`config.mk`:
```
export PLATFORM = sky130hd
export DESIGN_NAME = gpio_debounce
export DESIGN_NICKNAME = d
export VERILOG_FILES = /design/src/rtl/gdb_pkg.sv /design/src/rtl/gdb_rate_decode.sv /design/src/rtl/gdb_pin_filter.sv /design/src/rtl/gpio_debounce.sv
export SDC_FILE = /design/constraint.sdc
export NUM_CORES = 1
export LEC_CHECK = 0
export ABC_AREA = 1
export CORE_MARGIN = 2
export CORE_UTILIZATION = 60
export CTS_BUF_LIST = sky130_fd_sc_hd__clkbuf_8
export DETAILED_ROUTE_END_ITERATION = 16
export HOLD_SLACK_MARGIN = 0.03
export PLACE_DENSITY = 0.83
export RECOVER_POWER = 50
export SETUP_SLACK_MARGIN = 0.05
export SYNTH_ARGS = -nofsm -noshare
export SYNTH_HDL_FRONTEND = slang
export SYNTH_SLANG_ARGS = --single-unit
export TNS_END_PERCENT = 1
```
`constraint.sdc`:
```
create_clock -name clk -period 3.1 [get_ports clk]
set_input_delay 0.62 -clock clk [delete_from_list [all_inputs] [get_ports clk]]
set_output_delay 0.62 -clock clk [all_outputs]
set_load 0.03 [all_outputs]
```
`src/rtl/gdb_pkg.sv`:
```
package gdb_pkg;
   localparam int unsigned CODE_W = 4;

   // decoded window: last count index before the filtered value flips
   function automatic int unsigned window_last(input int unsigned code,
                                               input int unsigned max_code);
      int unsigned e;
      e = (code > max_code) ? max_code : code;
      return (32'd1 << e) - 32'd1;
   endfunction
endpackage

```
`src/rtl/gdb_rate_decode.sv`:
```
module gdb_rate_decode #(
   parameter int unsigned CODE_W   = 4,
   parameter int unsigned MAX_CODE = 7,
   parameter int unsigned CNT_W    = 7
) (
   input  logic [CODE_W-1:0] code_i,
   output logic [CNT_W-1:0]  last_o
);
   logic [31:0] last_full;

   always_comb begin
      last_full = gdb_pkg::window_last(32'(code_i), MAX_CODE);
      last_o    = last_full[CNT_W-1:0];
   end
endmodule

```
`src/rtl/gdb_pin_filter.sv`:
```
module gdb_pin_filter #(
   parameter int unsigned CODE_W     = 4,
   parameter int unsigned MAX_CODE   = 7,
   parameter bit          REG_BYPASS = 1'b1
) (
   input  logic              clk,
   input  logic              rst_n,
   input  logic              tick_i,
   input  logic              raw_i,
   input  logic              en_i,
   input  logic [CODE_W-1:0] code_i,
   output logic              filt_o
);
   localparam int unsigned CNT_W = MAX_CODE;

   logic [CNT_W-1:0]  cnt_q;
   logic [CNT_W-1:0]  last;
   logic [CODE_W-1:0] code_q;
   logic              filt_q;

   gdb_rate_decode #(.CODE_W(CODE_W), .MAX_CODE(MAX_CODE), .CNT_W(CNT_W)) u_dec (
      .code_i (code_i),
      .last_o (last)
   );

   always_ff @(posedge clk) begin
      if (!rst_n) begin
         filt_q <= raw_i;
         cnt_q  <= '0;
         code_q <= code_i;
      end else begin
         code_q <= code_i;
         if (!en_i) begin
            filt_q <= raw_i;
            cnt_q  <= '0;
         end else if (raw_i == filt_q || code_i != code_q) begin
            cnt_q <= '0;
         end else if (tick_i) begin
            if (cnt_q >= last) begin
               filt_q <= raw_i;
               cnt_q  <= '0;
            end else begin
               cnt_q <= cnt_q + 1'b1;
            end
         end
      end
   end

   generate
      if (REG_BYPASS) begin : g_reg_bypass
         assign filt_o = filt_q;

         bypass_follow_chk: assert property (@(posedge clk) disable iff (!rst_n)
            !en_i |=> filt_q == $past(raw_i));
      end else begin : g_comb_bypass
         assign filt_o = en_i ? filt_q : raw_i;
      end
   endgenerate


   filt_tick_only_chk: assert property (@(posedge clk) disable iff (!rst_n)
      ($past(rst_n) && $past(en_i) && filt_q != $past(filt_q)) |-> $past(tick_i));


   stable_clear_chk: assert property (@(posedge clk) disable iff (!rst_n)
      (en_i && raw_i == filt_q) |=> (cnt_q == '0 && filt_q == $past(filt_q)));


   code_restart_chk: assert property (@(posedge clk) disable iff (!rst_n)
      (en_i && code_i != code_q) |=> cnt_q == '0);


   hold_before_window_chk: assert property (@(posedge clk) disable iff (!rst_n)
      (en_i && !tick_i) |=> filt_q == $past(filt_q));
endmodule

```
`src/rtl/gpio_debounce.sv`:
```
module gpio_debounce #(
   parameter int unsigned NPINS      = 8,
   parameter int unsigned MAX_CODE   = 7,
   parameter bit          REG_BYPASS = 1'b1
) (
   input  logic                          clk,
   input  logic                          rst_n,
   input  logic                          tick_i,
   input  logic [NPINS-1:0]              pin_raw_i,
   input  logic [NPINS-1:0]              dbc_en_i,
   input  logic [NPINS*gdb_pkg::CODE_W-1:0] rate_code_i,
   output logic [NPINS-1:0]              pin_filt_o
);
   localparam int unsigned CW = gdb_pkg::CODE_W;

   generate
      if (NPINS < 1) begin : g_bad_npins
         $error("gpio_debounce: NPINS must be at least 1");
      end
      if (MAX_CODE < 1 || MAX_CODE > 15) begin : g_bad_max
         $error("gpio_debounce: MAX_CODE must be within 1..15");
      end

      for (genvar i = 0; i < NPINS; i++) begin : g_pin
         gdb_pin_filter #(
            .CODE_W     (CW),
            .MAX_CODE   (MAX_CODE),
            .REG_BYPASS (REG_BYPASS)
         ) u_flt (
            .clk    (clk),
            .rst_n  (rst_n),
            .tick_i (tick_i),
            .raw_i  (pin_raw_i[i]),
            .en_i   (dbc_en_i[i]),
            .code_i (rate_code_i[i*CW +: CW]),
            .filt_o (pin_filt_o[i])
         );
      end
   endgenerate


   reset_load_chk: assert property (@(posedge clk)
      !rst_n |=> pin_filt_o == $past(pin_raw_i));
endmodule

```
## After elaboration in Yosys (flattened, before gate mapping)

Index checks and enable logic that the tools add are counted.

| cells by class | value |
|---|---|
| $add $sub $neg | 16 |
| magnitude comparators | 16 |
| equal/unequal tests | 40 |
| shifts and indexed selects | 8 |
| mux-type cells | 56 |
| bitwise logic cells | 9 |
| reductions and logical operators | 24 |

Operator list:

| kind | number |
|---|---|
| 7-bit by 1-bit adder with 7-bit output, second input constant | 8 |
| 7-bit >= comparator | 8 |
| 7-bit two-way mux | 8 |
| 1-bit by 4-bit left shift with 7-bit output, first input constant | 8 |
| 7-bit by 1-bit subtractor with 7-bit output, second input constant | 8 |
| 3-bit inequality test, second input constant | 16 |
| 1-bit two-way mux | 40 |
| 4-bit by 3-bit > comparator with 1-bit output, second input constant | 8 |
| 4-bit two-way mux | 8 |
| 4-bit inequality test | 8 |
| 3-bit by 2-bit inequality test with 1-bit output, second input constant | 8 |
| 3-bit AND reduction | 8 |
| 3-bit OR reduction | 8 |
| 1-bit NOT | 9 |
| 1-bit equality test | 8 |
| 1-bit logical OR | 8 |

| word-level totals | value |
|---|---|
| register bits | 96 |
| input bits | 51 |
| output and inout port bits | 8 |
| logic and storage cells | 193 |

## Longest topological paths before layout

Gate-level depths: netlist (run 1).

| logic depth | value |
|---|---|
| word-level depth | 10 |
| mapped depth | 17 |
| mapped depth without buffers | 17 |

## Modules after synthesis

From an unflattened synthesis (run 1), not the netlist that was laid out.

| unflattened totals | value |
|---|---|
| cells, all modules | 1,016 |
| area, all modules | 6,993.0 um^2 |

By module, submodules not included:

| module | instances | cells each | area each (um^2) | sequential area each (um^2) |
|---|---|---|---|---|
| gdb_pin_filter | 8 | 101 | 753.2 | 250.2 |
| gdb_rate_decode (g_pin[0].u_flt.u_dec ...) | 7 | 26 | 118.9 | 0.0 |
| gdb_rate_decode (g_pin[7].u_flt.u_dec) | 1 | 26 | 135.1 | 0.0 |

## Worst setup path after synthesis (run 1)

OpenSTA, ideal clock, no wires.

| timing | value |
|---|---|
| path kind | input port to flip-flop |
| start | input port rate_code_i[7] in the netlist's numbering |
| end | register g_pin[1].u_flt.filt_q (enable) |
| setup time | 0.304 ns |
| arrival time | 2.190 ns |
| required time | 2.796 ns |
| path slack | 0.607 ns |
| cell stages on the path | 14 |
| path buffers | 0 |
| path through | nor2_1 nand3_1 ha_1 nand2_1 o21ai_0 nand2_1 o21ai_0 ha_1 nand2_1 a21oi_1 nor2_1 nand2_1 nand2_1 o21bai_1 |

| on the way | value |
|---|---|
| cells in the longest elaborated chain, start to end | 7 |
| elaborated cells between the ends (all ways) | 10 |
| those cells by class | add/sub: 1; order compare: 2; eq/ne: 3; shift: 1; mux: 1; reduce/logical: 2 |

RTL lines:

| element | RTL line | text |
|---|---|---|
| start, declared | gpio_debounce.sv:11 | `input logic [NPINS*gdb_pkg::CODE_W-1:0] rate_code_i,` |
| 4-bit by 3-bit > comparator with 1-bit output | gdb_pkg.sv:8 | `e = (code > max_code) ? max_code : code;` |
| 4-bit two-way mux | gdb_pkg.sv:8 |  |
| 1-bit by 4-bit left shift with 7-bit output | gdb_pkg.sv:9 | `return (32'd1 << e) - 32'd1;` |
| 7-bit by 1-bit subtractor with 7-bit output | gdb_pkg.sv:9 |  |
| 7-bit >= comparator | gdb_pin_filter.sv:39 | `if (cnt_q >= last) begin` |
| 3-bit by 2-bit inequality test with 1-bit output (no source line) | - |  |
| 3-bit AND reduction (no source line) (*) | - |  |
| end signal, assigned | gdb_pin_filter.sv:28 | `filt_q <= raw_i;` |
| end signal, assigned | gdb_pin_filter.sv:34 | `filt_q <= raw_i;` |
| end signal, assigned | gdb_pin_filter.sv:40 | `filt_q <= raw_i;` |
| end, declared | gdb_pin_filter.sv:19 | `logic filt_q;` |

Every way passes the cells marked *; elsewhere a longest branch is shown, timed or not.
A chain may end at the register's enable or synchronous reset.

## Final worst setup path (run 1)

| timing | value |
|---|---|
| start | input port rate_code_i[23] in the netlist's numbering |
| end | register g_pin[5].u_flt.filt_q (enable) |

| on the way | value |
|---|---|
| cells in the longest elaborated chain, start to end | 7 |
| elaborated cells between the ends (all ways) | 10 |
| those cells by class | add/sub: 1; order compare: 2; eq/ne: 3; shift: 1; mux: 1; reduce/logical: 2 |

RTL lines:

| element | RTL line |
|---|---|
| 4-bit by 3-bit > comparator with 1-bit output | gdb_pkg.sv:8 |
| 4-bit two-way mux | gdb_pkg.sv:8 |
| 1-bit by 4-bit left shift with 7-bit output | gdb_pkg.sv:9 |
| 7-bit by 1-bit subtractor with 7-bit output | gdb_pkg.sv:9 |
| 7-bit >= comparator | gdb_pin_filter.sv:39 |
| 3-bit by 2-bit inequality test with 1-bit output (no source line) | - |
| 3-bit AND reduction (no source line) (*) | - |
| end signal, assigned | gdb_pin_filter.sv:28 |
| end signal, assigned | gdb_pin_filter.sv:34 |
| end signal, assigned | gdb_pin_filter.sv:40 |
| end, declared | gdb_pin_filter.sv:19 |

Marked as above.

==> qor.csv, run 1 <==
stage;metric;value;unit
synth;syn-num-nets;1027;
worst_setup_path;startpoint;rate_code_i[23];
worst_setup_path;cp-start-kind;input pin;
grt;grt_usage;21.1;%
worst_setup_path;crit_fanout;4;
synth;syn_inst;904;
cts;postCtsSetupRepairBufs;0;
floorplanning;io_pins;59;
final_layout;diodes;0;
worst_hold_path;hold_path.class;flip-flop to flip-flop;
final_layout;final_nets;1116;
timing;hold_viol;0;
floorplanning;start_util;61.7;%
cts;cts_max_path_buffers;2;
timing;rsz0062_at_grt;false;
floorplanning;die-area;11500;um^2
final_layout;area_delta_synth_final;16.7;%
status;status;finished clean;
timing;fmax;345;MHz
timing;period_share;93.4;%
timing;slew_viol_final;0;
worst_setup_path;cp.arrival;2.97;ns
grt;grt_pass1_wl;20100;um
drt;via_per_inst;4.87;
drt;drt-pass1-iter-count;4;
cts;cts_root_buf;clkbuf_8;
cts;cts_sinks;96;
grt;first_global_vias;5009;
drt;drcViolationCount;0;
run;maxCapViolations;0;
worst_setup_path;required;3.18;ns
worst_setup_path;reg2reg_setup_slack;1.47;ns
synth;synthArstFlopShare;0;%
grt;grt_max_degree;21;
final_layout;final_cell_mix;nand2_1 (250), nor2_1 (137), inv_1 (132), dfxtp_1 (88), ha_1 (72);
final_layout;final_core_util;72.0;%
power_and_ir_drop;powerDensity;339;nW/um^2
synth;synth_top_area_cell;dfxtp_1;
power_and_ir_drop;p_leak;0.00365;uW
final_layout;layout_commonest_cell;nand2_1;
synth;synth_top_area_share;27.7;%
placement;port_buffers;58;
drt;totalWireLength;11600;um
floorplanning;core_area;10300;um^2
timing;tightest_slew;0.506;ns
worst_setup_path;crit_chain;dlygate4sd3_1, inv_1, nand2_1, inv_1, nand3_1, ha_1, nand2_1, o211ai_1, o21a_1, ha_1, nand2_1, a21oi_1, nor2_1, nand2_1, nand2_1, o21bai_1;
drt;antenna_left;0;
synth;synth-edff-count;8;
drt;vias;5514;
cts;clk_pin_slew_worst_paths;0.08;ns
synth;ys_ff_latch;96;
worst_hold_path;whs_endpoint;g_pin[5].u_flt.cnt_q[6];
final_layout;drive_gt1_share;5.92;%
cts;tritoncts;built;
synth;seq_area_frac_synth;31.4;%
final_layout;fillers;867;
worst_setup_path;reg2reg_depth;8;
synth;synth_ff_type;dfxtp_1;
floorplanning;row_count;37;
drt;routedWlPerCell;10.2;um
synth;synth_cell_types;30;
worst_hold_path;worstHoldStart;g_pin[5].u_flt.cnt_q[6];
worst_setup_path;reg2reg_from;g_pin[1].u_flt.cnt_q[0];
cts;postCtsHoldBufs;0;
timing;setup_ws;0.205;ns
timing;whs;0.541;ns
placement;dp_slack;-0.0532;ns
grt;grt_overflow;0;
worst_hold_path;hold_depth;2;
drt;drt_iter0_drc;162;
worst_setup_path;end_kind;flip-flop;
cts;numCtsBuffers;9;
floorplanning;die_h;107;um
timing;setup_viol;0;
floorplanning;fp.dieW;107;um
synth;synthTopCellsByArea;dfxtp_1 (28%), nand2_1 (15%), ha_1 (14%);
worst_setup_path;cp_top_family;buffers and inverters;
worst_setup_path;critPathSlowestCell;dlygate4sd3_1;
timing;min_period;2.90;ns
timing;relSlewSlack;66.1;%
placement;place_congestion;0.813;
synth;yosys_warnings;0;
synth;synth_area;6370;um^2
worst_setup_path;worstReg2RegEnd;g_pin[1].u_flt.filt_o;
power_and_ir_drop;finalPower;2520;uW
cts;insertion_delay;0.37;ns
worst_setup_path;path_buf_inv;3;
worst_setup_path;cpPeakStageDelay;0.57;ns
synth;avgSynthCellArea;7.05;um^2
worst_setup_path;crit_type;input pin to flip-flop;
worst_setup_path;crit_top_cell;nand2_1;
power_and_ir_drop;max-vdd-ir-drop;0.000219;V
timing;clock_skew;0.0111;ns
cts;h-tree-depth;3;
placement;post-dp-hpwl;8960;um
grt;antenna_found_initial;0;
==> stage by stage <==
stage                     TNS (ns)  cell area [um^2]  instances
after floorplan                  0              6370        904
after global routing             0              7430       1133
after global placement           0              7260       1118
after detailed placement    -0.498              7260       1118
after CTS                        0              7450       1133
final                            0              7430       1133
==> cell families (layout without fill, tap and decap cells) <==
logic type / after synthesis / count (layout) / share of synthesized area, %
fa+ha+maj: 72 / 72 / 14.1
mux: 8 / 8 / 1.26
buf+inv: 145 / 238 / 9.52
simple gates: 470 / 470 / 31.0
xor+xnor: 51 / 51 / 7.01
flops: 96 / 96 / 31.4
compound gates: 62 / 62 / 5.62
==> cell usage after synthesis, types with 8 or more instances <==
master,number
buf_4,11
nand3_1,57
ha_1,72
edfxtp_1,8
nand2_1,250
o21ai_0,21
dfxtp_1,88
nor2_1,138
mux2i_1,8
a21oi_1,21
xnor2_1,22
nand4_1,8
xor2_1,29
inv_1,130
==> tightest hold or removal path, cell delays in order (launching register included) <==
cell	delay, ns
dfxtp_1	0.35
xor2_1	0.07
nor2_1	0.08
==> registers in the layout, summed over array words and instances, names as in the netlist <==
signal              flops
g_pin.u_flt.cnt_q      56
g_pin.u_flt.code_q     32
g_pin.u_flt.filt_o      8
==> how the worst max path moves through the flow <==
stage                     cells past startpoint  slack (ns)                       to
after floorplan                              14        0.61    g_pin[1].u_flt.filt_o
after CTS                                    18        0.31  g_pin[7].u_flt.cnt_q[6]
after global placement                       14        0.01  g_pin[3].u_flt.cnt_q[1]
final                                        16        0.20    g_pin[5].u_flt.filt_o
after detailed placement                     16       -0.05    g_pin[5].u_flt.filt_o
after global routing                         17        0.03  g_pin[5].u_flt.cnt_q[6]
==> metal layers <==
layer,global-route usage [%],part of all wire [%]
met1,26.5,49
met3,3.53,3.1
met2,36.3,47
met4,7.70,1.2
met5,0,0
==> cell type report <==
cell class	instances	area [um^2]	share of cell area [%]
Multi-Input combinational cell	663	3760	50.6
Sequential cell	96	2000	26.9
Timing Repair Buffer	92	816	11.0
Inverter	131	494	6.65
Tap cell	136	170	2.29
Clock buffer	10	138	1.85
Clock inverter	5	50.0	0.673
==> report_power, final <==
group / total [uW] / switching (uW) / internal, uW
clock: 814 / 430 / 384
combinational: 404 / 220 / 183
sequential: 1300 / 17.6 / 1280
total: 2520 / 668 / 1850
==> repair_timing <==
item | CTS | global route
gates resized for setup | 0 | 1
endpoints found under the hold margin | 0 | 0
endpoints found under the setup margin | 0 | 8
No activity file was read; power rests on OpenSTA's default activity.
==> inputs of run 2 (changes only) <==
CORE_UTILIZATION = 61   (was 60)
SYNTH_HIERARCHICAL = 1   (was unset)
==> run 2 against run 1 <==
Fmax up 1.5%. Non-clock buffer count up 24. Synthesized cell count up 12%. Critical endpoint is now g_pin[6].u_flt/filt_o.
==> qor.csv, run 2 <==
stage;metric;value;unit
status;status;finished clean;
power_and_ir_drop;p_seq_share;50.5;%
synth;syn_inst;1016;
final_layout;drive_gt1_share;18.4;%
cts;h-tree-depth;3;
power_and_ir_drop;clkPwrFrac;31.5;%
cts;insertion_delay;0.37;ns
final_layout;multi_input_area;4170;um^2
timing;setup_viol;0;
final_layout;largest_register_ffs;56;
final_layout;diodes;0;
power_and_ir_drop;p_sw;700;uW
drt;totalWireLength;13000;um
synth;synth_ff_type;dfxtp_1;
synth;ys_ff_latch;96;
placement;dp_slack;-0.100;ns
grt;grt_pass1_wl;23400;um
cts;clk_pin_slew_worst_paths;0.09;ns
synth;synth_top_area_cell;dfxtp_1;
placement;place_area;8200;um^2
power_and_ir_drop;p_int;1880;uW
grt;grt_max_degree;22;
power_and_ir_drop;powerDensity;309;nW/um^2
cts;numCtsBuffers;9;
drt;via_per_inst;4.76;
synth;synth_cell_types;23;
worst_setup_path;required;3.19;ns
synth;synth_area;6990;um^2
timing;tightest_slew;0.631;ns
timing;fmax;350;MHz
floorplanning;core_area;11300;um^2
worst_setup_path;reg2reg_depth;10;
placement;place_congestion;0.842;
drt;vias;6138;
final_layout;regArea;2000;um^2
placement;port_buffers;58;
timing;hold_viol;0;
cts;cts_root_buf;clkbuf_8;
power_and_ir_drop;share_comb_of_total_power;18.0;%
floorplanning;start_util;61.8;%
placement;post-dp-hpwl;10100;um
cts;cts_sinks;96;
synth;avgSynthCellArea;6.88;um^2
final_layout;fillers;926;
synth;yosysMostFrequentCell;nand2_1;
synth;syn-num-nets;1139;
final_layout;final_nets;1266;
grt;first_global_vias;5723;
synth;synthTopCellsByArea;dfxtp_1 (25%), nand2_1 (16%), ha_1 (13%);
power_and_ir_drop;max-vdd-ir-drop;0.000330;V
grt;grt_overflow;0;
final_layout;final_cell_mix;nand2_1 (294), inv_1 (201), dfxtp_1 (88), nor2_1 (74), ha_1 (72);
worst_setup_path;cp-start-kind;input pin;
run;maxCapViolations;0;
timing;clock_skew;0.00641;ns
final_layout;design_area;8330;um^2
final_layout;layout_commonest_cell;nand2_1;
final_layout;top_register;g_pin.u_flt/cnt_q;
timing;min_period;2.85;ns
cts;postCtsHoldBufs;0;
synth;synth_common_cells;nand2_1 (294), inv_1 (200), dfxtp_1 (88);
timing;period_share;92.0;%
power_and_ir_drop;finalPower;2580;uW
synth;synth_top_area_share;25.2;%
worst_setup_path;endpoint;g_pin[6].u_flt/filt_o;
power_and_ir_drop;p_leak;0.00448;uW
timing;setup_ws;0.247;ns
worst_setup_path;crit_fanout;6;
grt;grt_usage;22.3;%
floorplanning;die-area;12300;um^2
drt;antenna_left;0;
drt;routedWlPerCell;10.1;um
floorplanning;fp.dieW;111;um
drt;drt_iter0_drc;245;
timing;rsz0062_at_grt;true;
final_layout;area_delta_synth_final;19.2;%
worst_setup_path;reg2reg_from;g_pin[0].u_flt/cnt_q[0];
worst_setup_path;cp.arrival;2.94;ns
worst_setup_path;worstReg2RegEnd;g_pin[0].u_flt/filt_o;
worst_hold_path;hold_path.class;input pin to flip-flop;
worst_setup_path;startpoint;rate_code_i[26];
cts;tritoncts;built;
worst_setup_path;crit_type;input pin to flip-flop;
floorplanning;die_h;111;um
drt;drcViolationCount;0;
final_layout;final_core_util;73.6;%
timing;slew_viol_final;0;
worst_setup_path;reg2reg_setup_slack;1.49;ns
synth;synth-edff-count;8;
synth;synthArstFlopShare;0;%
worst_setup_path;end_kind;flip-flop;
floorplanning;io_pins;59;
grt;antenna_found_initial;0;
synth;yosys_warnings;6;
synth;seq_area_frac_synth;28.6;%
cts;cts_max_path_buffers;2;
power_and_ir_drop;p_sw_share;27.2;%
floorplanning;row_count;39;
timing;relSlewSlack;57.8;%
drt;drt-pass1-iter-count;5;
==> run 2: cell count changes in the layout (fill, tap and decap cells not counted), sizes merged, moves of 5 or more <==
cell    previous run  this run
nand3             60        39
clkbuf            14        19
o21ai             21        15
a31o               0         8
buf               31        51
o21bai             4        16
nand4              9        17
inv              133       217
xor2              29        16
nor2             140       145
nand2            250       321
nor3               7         0
o21a               6         0
==> run 2: kinds of logic (layout without fill, tap and decap cells) <==
group,Yosys count,in the layout,synth area share (%)
mux,8,8,1.15
compound gates,62,62,5.87
fa+ha+maj,72,72,12.9
buf+inv,216,347,11.6
xor+xnor,40,40,5.01
flops,96,96,28.6
simple gates,522,522,34.9
==> run 2: worst max-delay path: stages <==
cell,delay [ns]
dlygate4sd3_1,0.67
inv_1,0.11
nand2_1,0.11
ha_1,0.20
inv_1,0.09
a21oi_1,0.12
nand3_1,0.08
nand2_1,0.07
inv_1,0.04
ha_1,0.29
nand2_1,0.07
a21oi_1,0.11
nor2_1,0.05
nand2_1,0.05
nand2_1,0.09
o21bai_1,0.15
==> run 2: metrics by stage <==
step,hold WS (ns),std cells,TNS [ns]
after floorplan,0.502,1016,0
after global placement,0.522,1275,-0.336
after detailed placement,0.532,1275,-0.951
after CTS,0.546,1290,0
after global routing,0.484,1290,0
final,0.502,1290,0
==> run 2: worst min path at each step <==
| stage | depth (start not counted) | slack (ns) | startpoint | to |
|---|---|---|---|---|
| 2_1_floorplan | 3 | 0.50 | g_pin[0].u_flt/cnt_q[6] | g_pin[0].u_flt/cnt_q[6] |
| 3_3_place_gp | 3 | 0.52 | g_pin[0].u_flt/cnt_q[6] | g_pin[0].u_flt/cnt_q[6] |
| 3_5_place_dp | 3 | 0.53 | g_pin[0].u_flt/cnt_q[6] | g_pin[0].u_flt/cnt_q[6] |
| 4_1_cts | 3 | 0.55 | g_pin[1].u_flt/cnt_q[6] | g_pin[1].u_flt/cnt_q[6] |
| 5_1_grt | 1 | 0.48 | rate_code_i[15] | g_pin[3].u_flt/code_q[3] |
| 6_report | 1 | 0.50 | rate_code_i[15] | g_pin[3].u_flt/code_q[3] |
==> run 2: repair_timing <==
action,CTS,global route
resized for setup,0,1
endpoints found under the setup margin,0,8
setup buffers,0,0
==> run 2: final cells by class <==
| type | count | area share [%] |
|---|---|---|
| clock buffer | 10 | 1.65 |
| clock inverter | 5 | 0.586 |
| inverter | 216 | 9.73 |
| multi-input combinational | 704 | 50.0 |
| sequential | 96 | 24.0 |
| tap | 143 | 2.15 |
| timing repair buffer | 116 | 11.8 |
==> run 2: power by group through the flow <==
stage,Combinational (uW),Clock [uW],Sequential [uW]
2_1_floorplan,238,0,1350
3_3_place_gp,468,0,1330
3_5_place_dp,479,0,1330
4_1_cts,483,844,1300
5_1_grt,532,895,1310
6_report,465,811,1300
==> run 2: metal layers <==
metal | global-route usage (%) | vias to the layer above | wire length, um
met5 | 0 | - | 0
met4 | 8.40 | 0 | 226
met3 | 3.61 | 17 | 423
met2 | 38.9 | 87 | 6130
met1 | 27.8 | 2688 | 6180
li1 | - | 3346 | -
